--- src/rtl/fe_pkg.sv ---
package fe_pkg;
  localparam int unsigned XLEN  = 32;
  localparam int unsigned DEPTH = 32;
  localparam logic [XLEN-1:0] NOP_WORD = '0;
  localparam logic [XLEN-1:0] PC_STEP  = XLEN'(4);

  typedef logic [XLEN-1:0] word_t;

  typedef enum logic [1:0] {
    PC_SEQ  = 2'd0,
    PC_HOLD = 2'd1,
    PC_JUMP = 2'd2
  } pc_sel_e;

  typedef enum logic [1:0] {
    IR_LOAD   = 2'd0,
    IR_HOLD   = 2'd1,
    IR_SQUASH = 2'd2
  } ir_sel_e;
endpackage

--- src/rtl/fe_imem.sv ---
module fe_imem #(
  parameter int unsigned XLEN  = fe_pkg::XLEN,
  parameter int unsigned DEPTH = fe_pkg::DEPTH,
  localparam int unsigned IDX_W = $clog2(DEPTH)
) (
  input  logic             clk_i,
  input  logic             we_i,
  input  logic [IDX_W-1:0] widx_i,
  input  logic [XLEN-1:0]  wdata_i,
  input  logic [IDX_W-1:0] ridx_i,
  output logic [XLEN-1:0]  rdata_o
);
  logic [XLEN-1:0] mem_q [DEPTH];

  always_ff @(posedge clk_i) begin
    if (we_i) mem_q[widx_i] <= wdata_i;
  end

  assign rdata_o = mem_q[ridx_i];
endmodule

--- src/rtl/fe_pc_stage.sv ---
module fe_pc_stage
  import fe_pkg::*;
#(
  parameter int unsigned XLEN = fe_pkg::XLEN
) (
  input  logic            clk_i,
  input  logic            rst_ni,
  input  logic            stall_i,
  input  logic            br_taken_i,
  input  logic [XLEN-1:0] br_offset_i,
  output logic [XLEN-1:0] pc_o
);
  pc_sel_e         sel;
  logic [XLEN-1:0] pc_q, pc_d;

  // stall outranks branch here
  always_comb begin
    if (stall_i)         sel = PC_HOLD;
    else if (br_taken_i) sel = PC_JUMP;
    else                 sel = PC_SEQ;
  end

  always_comb begin
    unique case (sel)
      PC_HOLD: pc_d = pc_q;
      PC_JUMP: pc_d = pc_q + br_offset_i;
      default: pc_d = pc_q + XLEN'(PC_STEP);
    endcase
  end

  always_ff @(posedge clk_i or negedge rst_ni) begin
    if (!rst_ni) pc_q <= '0;
    else         pc_q <= pc_d;
  end

  assign pc_o = pc_q;
endmodule

--- src/rtl/fe_fetch_stage.sv ---
module fe_fetch_stage
  import fe_pkg::*;
#(
  parameter int unsigned XLEN = fe_pkg::XLEN
) (
  input  logic            clk_i,
  input  logic            rst_ni,
  input  logic            stall_i,
  input  logic            br_taken_i,
  input  logic [XLEN-1:0] fetch_word_i,
  output logic [XLEN-1:0] ir_o
);
  ir_sel_e         sel;
  logic [XLEN-1:0] ir_q, ir_d;

  // branch squash outranks stall here
  always_comb begin
    if (br_taken_i)   sel = IR_SQUASH;
    else if (stall_i) sel = IR_HOLD;
    else              sel = IR_LOAD;
  end

  always_comb begin
    unique case (sel)
      IR_SQUASH: ir_d = XLEN'(NOP_WORD);
      IR_HOLD:   ir_d = ir_q;
      default:   ir_d = fetch_word_i;
    endcase
  end

  always_ff @(posedge clk_i or negedge rst_ni) begin
    if (!rst_ni) ir_q <= XLEN'(NOP_WORD);
    else         ir_q <= ir_d;
  end

  assign ir_o = ir_q;
endmodule

--- src/rtl/pipe_front.sv ---
module pipe_front
  import fe_pkg::*;
#(
  parameter int unsigned XLEN  = fe_pkg::XLEN,
  parameter int unsigned DEPTH = fe_pkg::DEPTH,
  localparam int unsigned IDX_W = $clog2(DEPTH)
) (
  input  logic             clk_i,
  input  logic             rst_ni,
  input  logic             stall_i,
  input  logic             br_taken_i,
  input  logic [XLEN-1:0]  br_offset_i,
  input  logic             ld_we_i,
  input  logic [IDX_W-1:0] ld_idx_i,
  input  logic [XLEN-1:0]  ld_data_i,
  output logic [XLEN-1:0]  pc_o,
  output logic [XLEN-1:0]  ifid_ir_o
);
  logic [XLEN-1:0]  pc;
  logic [XLEN-1:0]  fetch_word;
  logic [IDX_W-1:0] fetch_idx;
  logic             load_en;

  // loading is only legal while the pipe is held in reset
  assign load_en   = ld_we_i & ~rst_ni;
  assign fetch_idx = IDX_W'(pc >> 2);

  fe_pc_stage #(.XLEN(XLEN)) u_pc (
    .clk_i       (clk_i),
    .rst_ni      (rst_ni),
    .stall_i     (stall_i),
    .br_taken_i  (br_taken_i),
    .br_offset_i (br_offset_i),
    .pc_o        (pc)
  );

  fe_imem #(.XLEN(XLEN), .DEPTH(DEPTH)) u_imem (
    .clk_i   (clk_i),
    .we_i    (load_en),
    .widx_i  (ld_idx_i),
    .wdata_i (ld_data_i),
    .ridx_i  (fetch_idx),
    .rdata_o (fetch_word)
  );

  fe_fetch_stage #(.XLEN(XLEN)) u_fetch (
    .clk_i        (clk_i),
    .rst_ni       (rst_ni),
    .stall_i      (stall_i),
    .br_taken_i   (br_taken_i),
    .fetch_word_i (fetch_word),
    .ir_o         (ifid_ir_o)
  );

  assign pc_o = pc;
endmodule

--- config.mk ---
export PLATFORM = sky130hd
export DESIGN_NAME = pipe_front
export DESIGN_NICKNAME = d
export VERILOG_FILES = /design/src/rtl/fe_pkg.sv /design/src/rtl/fe_imem.sv /design/src/rtl/fe_pc_stage.sv /design/src/rtl/fe_fetch_stage.sv /design/src/rtl/pipe_front.sv
export SDC_FILE = /design/constraint.sdc
export NUM_CORES = 1
export LEC_CHECK = 0
export BUFFER_PORTS_ARGS = -buffer_cell sky130_fd_sc_hd__buf_2
export CELL_PAD_IN_SITES_DETAIL_PLACEMENT = 1
export CELL_PAD_IN_SITES_GLOBAL_PLACEMENT = 1
export CORE_UTILIZATION = 55
export CTS_CLUSTER_DIAMETER = 40
export DETAILED_ROUTE_END_ITERATION = 8
export GPL_TIMING_DRIVEN = 0
export PLACE_DENSITY = 0.83
export SLEW_MARGIN = 20
export SYNTH_ARGS = -nofsm -noshare
export SYNTH_HDL_FRONTEND = slang
export SYNTH_SLANG_ARGS = --single-unit
--- constraint.sdc ---
create_clock -name clk_i -period 6.6 [get_ports clk_i]
set_input_delay 0.99 -clock clk_i [delete_from_list [all_inputs] [get_ports clk_i]]
set_output_delay 0.99 -clock clk_i [all_outputs]
set_load 0.05 [all_outputs]
==> reports/metrics.csv <==
metric,value,unit
final period utilization,70.1,%
skew final,0.0284,ns
# fillers,6267,
DP Area,46900,sq um
grt ovf,0,
reg2reg end,u_fetch.ir_o[29],
Root Buffer,clkbuf_16,
adder-cell area share of the yosys netlist,0.962,%
Port Buffers,136,
share of async-settable or async-resettable flops after synthesis,5.88,%
mux share of post-synthesis cell area,17.4,%
final count of negative-setup-slack endpoints,0,
min Tclk post-route,4.63,ns
clock buffer depth,3,
LEAKAGE,0.0170,uW
WP data arrival,5.20,ns
Starting DRT DRC Count,3851,
final setup TNS,0,ns
worst rel slew slack,18.6,%
Hold Worst Slack,0.170,ns
Boundary Pins,138,
largest stage delay on the critical path,0.96,ns
most frequent cells in the layout,"edfxtp_1, mux4_2, buf_2, clkbuf_16, nor2_1",
CP Capture Type,register,
vias in the first global route,26513,
Final Hold Fails,0,
placed cell count,3316,
mapped cell area,43700,sq um
clock sinks,1088,
global-route wire length before repair,197000,um
Post-DRT Antenna Nets,0,
Vias,25246,
register area share after synthesis,74.1,%
total track usage,35.4,%
die area,80600,sq um
outcome,finished clean,
Buf/Inv on CP,3,
Max Transition Viols Final,0,
XOR/XNOR Fraction of Synth Area,0.722,%
Synth Area in Simple Gates,2.71,%
maximum capacitance violations,0,
CTS tree,yes,
drt total wl,139000,um
worst skew pair latency,0.72,ns
DRC,0,
main combinational cell family by area after synthesis,multiplexers,
crit path kind,reg -> reg,
crit-path max FO,10,
Post-CTS Setup Inserts,0,
main flop type after synthesis,edfxtp_1,
via/cell ratio,7.10,
H-tree Lvls,4,
RSZ-0062 raised after global routing,false,
width of the die,284,um
Synth Area per Inst,20.8,sq um
compound-gate portion of the synthesized area,2.83,%
Initial Util,56.0,%
Unique masters post-synth,60,
Area Overhead vs Synth,17.5,%
"CP delay by family, top",buffers and inverters,
worst min-delay path class,in -> async,
R2R Setup Slk,1.97,ns
"most common cell after layout, fill and taps aside",edfxtp_1,
"EDFF count, synth",1024,
largest net degree at the start of global routing,46,
syn_nets,2206,
Die H,284,um
# rows,102,
Worst R2R Start,u_pc.pc_o[3],
Slew @ Worst Pin,1.22,ns
most frequent CP cell,clkbuf_1,
Critical Path RT,7.17,ns
post-DP HPWL,81300,um
core area,78000,sq um
Syn Inst Count,2099,
cts repair resizes,0,
Max VDD drop,0.360,mV
GP Congestion,0.864,
initial antenna violation count,6,
hold_buf cts,0,
Fmax,216,MHz
crit path launch type,register,
layout cells sized above 1,31.3,%
final instance area,51300,sq um
Post-Layout Cell Count,3556,
crit path cell chain,clkbuf_1 > clkbuf_1 > clkbuf_1 > mux4_2 > mux4_2 > mux2i_1 > nor2_1 > a21oi_1 > nor2_1,
Yosys Warn Count,0,
power density cells,436,nW/um^2
synthesized flop and latch total,1088,
clk slew on worst S/H paths,0.06,ns
CTS buffer count,132,
path depth of the worst reg2reg path,9,
post-DR wirelength/cell,39.2,um
Overall Power,22400,uW
Nets,2517,
drt pass-1 iters,6,
Worst path slowest cell,clkbuf_1,
[cells in the mapped netlist (all sizes together) (15+ instances only)]
cell type / count / area share, %
a31oi: 15 / 0.21
o21ai: 32 / 0.37
mux4: 320 / 16
nand2: 45 / 0.39
a21oi: 99 / 1.2
xnor2: 24 / 0.48
ha: 32 / 0.92
clkbuf: 67 / 0.58
mux2i: 36 / 0.82
buf: 44 / 0.69
dfrtp: 64 / 3.7
nor2: 132 / 1.1
edfxtp: 1024 / 70
[flip-flops by register name, indices dropped and copies added, names as in the netlist]
signal,flops
u_fetch.ir_o,32
u_imem.mem_q,1024
u_pc.pc_o,32
[layer usage]
metal	GRT usage (%)	vias up	wire, um	share of wire, %
li1	-	9431	-	-
met1	45.8	13135	48400	35
met2	57.1	2244	68300	49
met3	8.02	432	15500	11
met4	17.4	4	7100	5.1
met5	0	-	23	0.017
[cells by family (layout without fill, tap and decap cells)]
family          count (synthesis)  count (layout)
flops                        1088            1088
fa+ha+maj                      33              33
buf+inv                       120             533
xor+xnor                       36              36
compound gates                205             205
other cells                     0               4
simple gates                  259             259
mux                           358             358
[how the worst max path moves through the flow]
stage                       startpoint                   end  slack [ns]  cells past startpoint
after global routing      u_pc.pc_o[3]      u_fetch.ir_o[23]        2.06                      9
after floorplan                 rst_ni   u_imem.mem_q[14][0]        3.05                      4
final                     u_pc.pc_o[3]      u_fetch.ir_o[29]        1.97                      9
after detailed placement  u_pc.pc_o[3]      u_fetch.ir_o[23]        2.38                      9
after CTS                 u_pc.pc_o[3]      u_fetch.ir_o[29]        2.17                      9
after global placement          rst_ni  u_imem.mem_q[14][15]        0.05                      5
[where the power goes]
group,internal (uW),switching [uW],total [uW]
logic,2700,4210,6910
registers,7760,283,8040
clock network,4440,2980,7420
[metrics by stage]
step	setup slack, ns	util, %
6_report	1.97	65.8
5_1_grt	2.06	65.8
4_1_cts	2.17	65.8
3_5_place_dp	2.38	60.1
3_3_place_gp	0.0496	58.6
2_1_floorplan	3.05	-
[layout make-up]
cell class,instances,area [sq um],area share (%)
diodes,4,10.0,0.0195
clock buffers,171,3680,7.17
plain buffers,111,558,1.09
well taps,1040,1300,2.54
clock inverters,65,728,1.42
flip-flops and latches,1088,32400,63.0
inverters,9,33.8,0.0658
multi-input cells,891,11000,21.4
repair buffers,177,1660,3.24
(Power assumes the default switching activity.)
